<file path="src/rtl/prd_pkg.sv">
`timescale 1ns/1ps
package prd_pkg;
    typedef enum logic [2:0] {
        ST_IDLE,
        ST_LOAD,
        ST_READ,
        ST_PEND,
        ST_RST
    } prd_state_e;

    typedef logic [7:0] byte_t;
endpackage

</file>
<file path="src/rtl/prd_timer.sv">
`timescale 1ns/1ps
module prd_timer #(
    parameter int unsigned CNT_W = 8
) (
    input  logic             clk_i,
    input  logic             rst_ni,
    input  logic             load_i,
    input  logic [CNT_W-1:0] load_val_i,
    output logic             zero_o
);
    logic [CNT_W-1:0] cnt_q;

    always_ff @(posedge clk_i or negedge rst_ni) begin
        if (!rst_ni) begin
            cnt_q <= '0;
        end else if (load_i) begin
            cnt_q <= load_val_i;
        end else if (cnt_q != '0) begin
            cnt_q <= cnt_q - 1'b1;
        end
    end

    assign zero_o = (cnt_q == '0);
endmodule

</file>
<file path="src/rtl/prd_addr_ctr.sv">
`timescale 1ns/1ps
module prd_addr_ctr #(
    parameter int unsigned PAGE_COLS     = 528,
    parameter int unsigned MAIN_COLS     = 512,
    parameter int unsigned PAGES_PER_BLK = 32,
    parameter int unsigned PAGE_W        = 16
) (
    input  logic                                clk_i,
    input  logic                                rst_ni,
    input  logic                                load_i,
    input  logic                                spare_i,
    input  logic [$clog2(MAIN_COLS)-1:0]        start_col_i,
    input  logic [PAGE_W-1:0]                   start_page_i,
    input  logic                                inc_col_i,
    input  logic                                next_page_i,
    output logic [$clog2(PAGE_COLS)-1:0]        col_o,
    output logic [PAGE_W-1:0]                   page_o,
    output logic                                last_col_o,
    output logic                                last_page_o
);
    localparam int unsigned COL_W      = $clog2(PAGE_COLS);
    localparam int unsigned SPARE_COLS = PAGE_COLS - MAIN_COLS;
    localparam int unsigned SP_W       = $clog2(SPARE_COLS);
    localparam int unsigned BLK_BITS   = $clog2(PAGES_PER_BLK);
    localparam logic [COL_W-1:0] LAST_COL  = COL_W'(PAGE_COLS - 1);
    localparam logic [COL_W-1:0] SPARE_COL = COL_W'(MAIN_COLS);

    logic [COL_W-1:0]  col_q;
    logic [PAGE_W-1:0] page_q;
    logic              spare_q;
    logic [COL_W-1:0]  start_col_w;

    always_comb begin
        if (spare_i) begin
            start_col_w = SPARE_COL + COL_W'(start_col_i[SP_W-1:0]);
        end else begin
            start_col_w = COL_W'(start_col_i);
        end
    end

    always_ff @(posedge clk_i or negedge rst_ni) begin
        if (!rst_ni) begin
            col_q   <= '0;
            page_q  <= '0;
            spare_q <= 1'b0;
        end else if (load_i) begin
            col_q   <= start_col_w;
            page_q  <= start_page_i;
            spare_q <= spare_i;
        end else if (next_page_i) begin
            col_q                 <= spare_q ? SPARE_COL : '0;
            page_q[BLK_BITS-1:0]  <= page_q[BLK_BITS-1:0] + 1'b1;
        end else if (inc_col_i) begin
            col_q <= col_q + 1'b1;
        end
    end

    assign col_o       = col_q;
    assign page_o      = page_q;
    assign last_col_o  = (col_q == LAST_COL);
    assign last_page_o = &page_q[BLK_BITS-1:0];
endmodule

</file>
<file path="src/rtl/prd_rom_model.sv">
`timescale 1ns/1ps
module prd_rom_model
    import prd_pkg::*;
#(
    parameter int unsigned PAGE_COLS = 528,
    parameter int unsigned MAIN_COLS = 512
) (
    input  logic [6:0]                   page_lo_i,
    input  logic [$clog2(PAGE_COLS)-1:0] col_i,
    output byte_t                        data_o
);
    localparam int unsigned COL_W = $clog2(PAGE_COLS);

    always_comb begin
        if (col_i >= COL_W'(MAIN_COLS)) begin
            data_o = 8'hFF;
        end else begin
            data_o = col_i[7:0] ^ {page_lo_i, col_i[8]};
        end
    end
endmodule

</file>
<file path="src/rtl/page_read_engine.sv">
`timescale 1ns/1ps
module page_read_engine
    import prd_pkg::*;
#(
    parameter int unsigned PAGE_COLS      = 528,
    parameter int unsigned MAIN_COLS      = 512,
    parameter int unsigned PAGES_PER_BLK  = 32,
    parameter int unsigned PAGE_W         = 16,
    parameter int unsigned LOAD_CYCLES    = 1400,
    parameter int unsigned RST_CYCLES     = 1200,
    parameter int unsigned CEH_WIN_CYCLES = 20
) (
    input  logic                         clk_i,
    input  logic                         rst_ni,
    input  logic                         start_i,
    input  logic                         spare_mode_i,
    input  logic [$clog2(MAIN_COLS)-1:0] start_col_i,
    input  logic [PAGE_W-1:0]            start_page_i,
    input  logic                         reset_req_i,
    input  logic                         ce_ni,
    input  logic                         re_ni,
    output logic [7:0]                   data_o,
    output logic                         data_oe_o,
    output logic                         ready_o,
    output logic                         proto_err_o
);
    localparam int unsigned COL_W    = $clog2(PAGE_COLS);
    localparam int unsigned LAST_COL = PAGE_COLS - 1;
    localparam int unsigned T_AB     = (LOAD_CYCLES > RST_CYCLES) ? LOAD_CYCLES : RST_CYCLES;
    localparam int unsigned T_MAX    = (T_AB > CEH_WIN_CYCLES) ? T_AB : CEH_WIN_CYCLES;
    localparam int unsigned CNT_W    = $clog2(T_MAX + 1);

    prd_state_e       state_q, state_d;
    logic             re_q;
    logic             re_fall, re_rise;
    logic             go_start;
    logic             tmr_load, tmr_zero;
    logic [CNT_W-1:0] tmr_val;
    logic             ctr_load, ctr_inc, ctr_next;
    logic [COL_W-1:0] col;
    logic [PAGE_W-1:0] page;
    logic             last_col, last_page;
    logic             err_q;
    byte_t            rom_byte;

    assign re_fall  = re_q & ~re_ni;
    assign re_rise  = ~re_q & re_ni;
    assign go_start = start_i & ~ce_ni &
                      ((state_q == ST_IDLE) || (state_q == ST_READ) || (state_q == ST_PEND));

    // next-state decision
    always_comb begin
        state_d = state_q;
        if (reset_req_i) begin
            state_d = ST_RST;
        end else if (go_start) begin
            state_d = ST_LOAD;
        end else begin
            unique case (state_q)
                ST_IDLE: state_d = ST_IDLE;
                ST_LOAD: begin
                    if (ce_ni)         state_d = ST_IDLE;
                    else if (tmr_zero) state_d = ST_READ;
                end
                ST_READ: begin
                    if (ce_ni) begin
                        state_d = ST_IDLE;
                    end else if (re_rise && last_col) begin
                        state_d = last_page ? ST_IDLE : ST_PEND;
                    end
                end
                ST_PEND: begin
                    if (ce_ni)         state_d = ST_IDLE;
                    else if (tmr_zero) state_d = ST_LOAD;
                end
                ST_RST: begin
                    if (tmr_zero) state_d = ST_IDLE;
                end
                default: state_d = ST_IDLE;
            endcase
        end
    end

    // state register
    always_ff @(posedge clk_i or negedge rst_ni) begin
        if (!rst_ni) begin
            state_q <= ST_IDLE;
            re_q    <= 1'b1;
            err_q   <= 1'b0;
        end else begin
            state_q <= state_d;
            re_q    <= re_ni;
            err_q   <= re_fall && (state_q != ST_READ);
        end
    end

    // timer and address control
    always_comb begin
        tmr_load = 1'b0;
        tmr_val  = '0;
        if (reset_req_i) begin
            tmr_load = 1'b1;
            tmr_val  = CNT_W'(RST_CYCLES - 1);
        end else if ((state_d != state_q) || go_start) begin
            if (state_d == ST_LOAD) begin
                tmr_load = 1'b1;
                tmr_val  = CNT_W'(LOAD_CYCLES - 1);
            end else if (state_d == ST_PEND) begin
                tmr_load = 1'b1;
                tmr_val  = CNT_W'(CEH_WIN_CYCLES - 1);
            end
        end
        ctr_load = go_start && !reset_req_i;
        ctr_next = (state_q == ST_PEND) && (state_d == ST_LOAD) && !go_start;
        ctr_inc  = (state_q == ST_READ) && (state_d == ST_READ) && re_rise && !last_col;
    end

    // outputs
    always_comb begin
        ready_o     = !((state_q == ST_LOAD) || (state_q == ST_RST));
        data_oe_o   = (state_q == ST_READ) && !ce_ni && !re_ni;
        data_o      = rom_byte;
        proto_err_o = err_q;
    end

    prd_timer #(
        .CNT_W (CNT_W)
    ) u_timer (
        .clk_i      (clk_i),
        .rst_ni     (rst_ni),
        .load_i     (tmr_load),
        .load_val_i (tmr_val),
        .zero_o     (tmr_zero)
    );

    prd_addr_ctr #(
        .PAGE_COLS     (PAGE_COLS),
        .MAIN_COLS     (MAIN_COLS),
        .PAGES_PER_BLK (PAGES_PER_BLK),
        .PAGE_W        (PAGE_W)
    ) u_addr (
        .clk_i        (clk_i),
        .rst_ni       (rst_ni),
        .load_i       (ctr_load),
        .spare_i      (spare_mode_i),
        .start_col_i  (start_col_i),
        .start_page_i (start_page_i),
        .inc_col_i    (ctr_inc),
        .next_page_i  (ctr_next),
        .col_o        (col),
        .page_o       (page),
        .last_col_o   (last_col),
        .last_page_o  (last_page)
    );

    prd_rom_model #(
        .PAGE_COLS (PAGE_COLS),
        .MAIN_COLS (MAIN_COLS)
    ) u_rom (
        .page_lo_i (page[6:0]),
        .col_i     (col),
        .data_o    (rom_byte)
    );
endmodule

</file>
<file path="config.mk">
export PLATFORM = sky130hd
export DESIGN_NAME = page_read_engine
export DESIGN_NICKNAME = d
export VERILOG_FILES = /design/src/rtl/prd_pkg.sv /design/src/rtl/prd_timer.sv /design/src/rtl/prd_addr_ctr.sv /design/src/rtl/prd_rom_model.sv /design/src/rtl/page_read_engine.sv
export SDC_FILE = /design/constraint.sdc
export NUM_CORES = 1
export LEC_CHECK = 0
export BUFFER_PORTS_ARGS = -buffer_cell sky130_fd_sc_hd__buf_2
export CORE_ASPECT_RATIO = 1.4
export CORE_MARGIN = 2
export CORE_UTILIZATION = 50
export DETAILED_ROUTE_END_ITERATION = 7
export PLACE_DENSITY_LB_ADDON = 0.3
export SETUP_SLACK_MARGIN = 0.15
export SLEW_MARGIN = 40
export SYNTH_ARGS = -nofsm -noshare
export SYNTH_HDL_FRONTEND = slang
export SYNTH_SLANG_ARGS = --single-unit
</file>
<file path="constraint.sdc">
create_clock -name clk_i -period 2.4 [get_ports clk_i]
set_clock_uncertainty 0.1 [all_clocks]
set_input_delay 0 -clock clk_i [delete_from_list [all_inputs] [get_ports clk_i]]
set_output_delay 0 -clock clk_i [all_outputs]
set_load 0.03 [all_outputs]
</file>
==> impl_results.md <==
* Status: completed
* Starting Density at 51.6%
* Startpoint Class: flop
* Cells after Synth at 243
* Fin nets at 365
* CTS tree: built
* Placed cells at 348
* Largest net degree at the start of global routing at 35
* Max VDD drop at 0.000334 V
* Die Span Y at 84.6 um
* Worst-Skew Late Latency at 290 ps
* CP arrival at 2300 ps
* Clock power frac at 45.3%
* Sequential share of the synthesized area at 36.7%
* Min-Delay Startpoint: reset_req_i
* Initial antenna violation count at 0
* Yosys reg bits at 34
* Leakage at 1.45 nW
* Normalized max-slew margin at 70.1%
* Vias in the first global route at 2078
* Crit path time final at 2220 ps
* Int Power at 0.00113 W
* Switching power at 0.000335 W
* Sw frac at 22.9%
* Rows at 29
* Vias post-DR at 2118
* Full die area at 5210 um2
* Critical path capture point type: flop
* Grt ovf at 0
* Antenna-violating nets left at 0
* Total placed instance area at 2670 um2
* Final setup fails at 0
* Synthesized Nets at 280
* Most common cell after layout, fill and taps aside: buf_4
* Hold path cells at 2
* WL final at 5.88 mm
* Final slew viol count at 0
* Primary FF master, synth: dfrtp_1
* Clk sinks at 34
* Die width at 61.6 um
* Synth Warn # at 0
* Reg power frac at 42.1%
* Tightest Pin Transition at 448 ps
* First-pass GRT wire length at 9.45 mm
* Post-synth EDFFs at 0
* Synthesized area at 2320 um2
* Core area at 4500 um2
* DRC Markers at 0
* RSZ-0062 raised after global routing: true
* Hold Slack at 28.3 ps
* Setup_tns at 0 ps
* Fmax at 450 MHz
* Design Area, Final at 3230 um2
* GRT Util Overall at 23.8%
* P per Cell Area at 453 nW/um2
* IO Port Bufs at 33
* H-tree depth reported by CTS at 2
* Gpl congestion at 0.833
* Io pins at 43
* Share of cells above drive strength 1 at 35.0%
* Avg Inst Size Synth at 9.55 um2
* CP Data Required Time at 2480 ps
* Util after Layout at 71.8%
* CTS Buffer Depth at 2
* Area grow syn2layout at 39.2%
* R2R Setup Slk at 180 ps
* Root Buffer: clkbuf_8
* Post-Layout Cell Count at 391
* Cts bufs inserted at 5
* Reg clk slew, reported paths at 70 ps
* DRT Pass-1 Iters at 5
* Drt wl/cell at 15.0 um
* Reg2Reg Depth at 7
* Final hold vios at 0
* Max FO, Critical Path at 8
* Hold EP: u_timer.cnt_q[3]
* Reg2reg end: u_addr.col_o[6]
* Gate power share at 12.6%
* Setup CP Type: flop to flop
* DR vias/cell at 5.42
* # fillers at 346
* R2r startpoint: u_timer.cnt_q[4]
* N_diodes at 0
* Final period utilization at 92.5%
* Async set-reset flop share out of synthesis at 100%
* Max cap viols at 0
* Initial drt markers at 71
* Distinct cells, synth at 63
* Worst hold path class: input port to flop
* Most frequent cells in the layout: buf_4, buf_2, dfrtp_1, nand2_1, xnor2_1
* Detailed placement HPWL at 4.03 mm
routing by layer:
metal	vias up	routed length (um)	track usage [%]
met5	-	0	0
met4	0	121	7.35
met3	12	200	4.16
met2	63	3250	42.4
met1	1008	2300	27.8
li1	1035	-	-
area by class of cell:
type                    instances  area [um2]  share of cell area, %
flip-flops and latches         34         855                   26.4
clock inverters                 2        60.1                   1.86
clock buffers                   6        82.6                   2.56
inverters                       7        26.3                  0.813
multi-input cells             190        1470                   45.6
repair buffers                 90         658                   20.4
well taps                      62        77.6                   2.40
worst max-delay path by stage:
stage | cells after the start | to | from | slack [ps]
2_1_floorplan | 8 | u_timer.cnt_q[2] | u_timer.cnt_q[0] | 180
3_3_place_gp | 9 | u_addr.col_o[9] | u_timer.cnt_q[0] | 120
3_5_place_dp | 9 | u_timer.cnt_q[5] | u_timer.cnt_q[0] | 70
4_1_cts | 10 | u_timer.cnt_q[7] | u_timer.cnt_q[0] | 140
5_1_grt | 10 | u_timer.cnt_q[6] | u_timer.cnt_q[1] | 70
6_report | 7 | u_addr.col_o[6] | u_timer.cnt_q[4] | 180
what timing repair did:
action,CTS,global route
pin swaps,3,18
hold buffers,19,0
buffers inserted,4,12
hold endpoints to repair,52,0
gates cloned,0,0
setup endpoints to repair,11,21
gates resized for setup,6,17
sequential cells by signal, summed over array words and instances, names as in the netlist:
signal          flops
u_timer.cnt_q      11
u_addr.col_o       10
proto_err_o         1
state_q             3
re_q                1
u_addr.spare_q      1
u_addr.page_o       7
synthesized netlist by cell type (2+ instances only):
cell type | count | area [um2]
nor4_1 | 5 | 31.3
nor3b_2 | 2 | 25.0
inv_1 | 7 | 26.3
nand3_2 | 2 | 20.0
o211ai_1 | 2 | 15.0
clkbuf_1 | 4 | 15.0
o21bai_1 | 2 | 15.0
nor2_1 | 11 | 41.3
o21ai_1 | 8 | 40.0
o21ai_4 | 2 | 32.5
a32oi_1 | 2 | 17.5
mux2i_1 | 3 | 30.0
and3_1 | 6 | 37.5
xnor2_1 | 20 | 175
xor2_1 | 5 | 43.8
nand4_1 | 2 | 12.5
a21oi_2 | 2 | 17.5
nand2_1 | 30 | 113
ha_1 | 5 | 62.6
nand2b_1 | 14 | 87.6
buf_6 | 2 | 22.5
o21a_1 | 2 | 15.0
nor2b_1 | 3 | 18.8
buf_2 | 5 | 25.0
o31ai_1 | 4 | 30.0
dfrtp_1 | 33 | 826
a21oi_1 | 14 | 70.1
nand3_1 | 5 | 25.0
nor3_1 | 6 | 30.0
nor3b_1 | 2 | 15.0
power by group through the flow:
stage / clock network (W) / registers, W / logic [W]
global placement: 0 / 0.000626 / 0.000141
CTS: 0.000672 / 0.000615 / 0.000173
floorplan: 0 / 0.000625 / 0.0000822
finish: 0.000663 / 0.000616 / 0.000184
detailed placement: 0 / 0.000627 / 0.000142
global route: 0.000691 / 0.000619 / 0.000203
critical path, cell delays in order (launching register included):
cell and delay [ps]:
dfrtp_2 450, nor4_4 320, nand3_2 150, o311a_1 390, buf_6 140, o21ai_4 270
a21oi_1 110, o22a_1 180
cells by family after synthesis:
group | Yosys count | synth area share, %
DFF | 34 | 36.7
muxes | 3 | 1.29
xor gates and xnor gates | 25 | 9.43
adders and majority gates | 5 | 2.70
buffers and inverters | 19 | 4.15
AOI/OAI and AO/OA | 56 | 20.1
and+or+nand+nor | 101 | 25.7
per-stage QoR:
step / setup slack [ps] / power, W
floorplan: 177 / 0.000707
global placement: 120 / 0.000767
detailed placement: 71.9 / 0.000769
CTS: 137 / 0.00146
global route: 72.7 / 0.00151
finish: 179 / 0.00146
No activity file was read; power rests on OpenSTA's default activity.
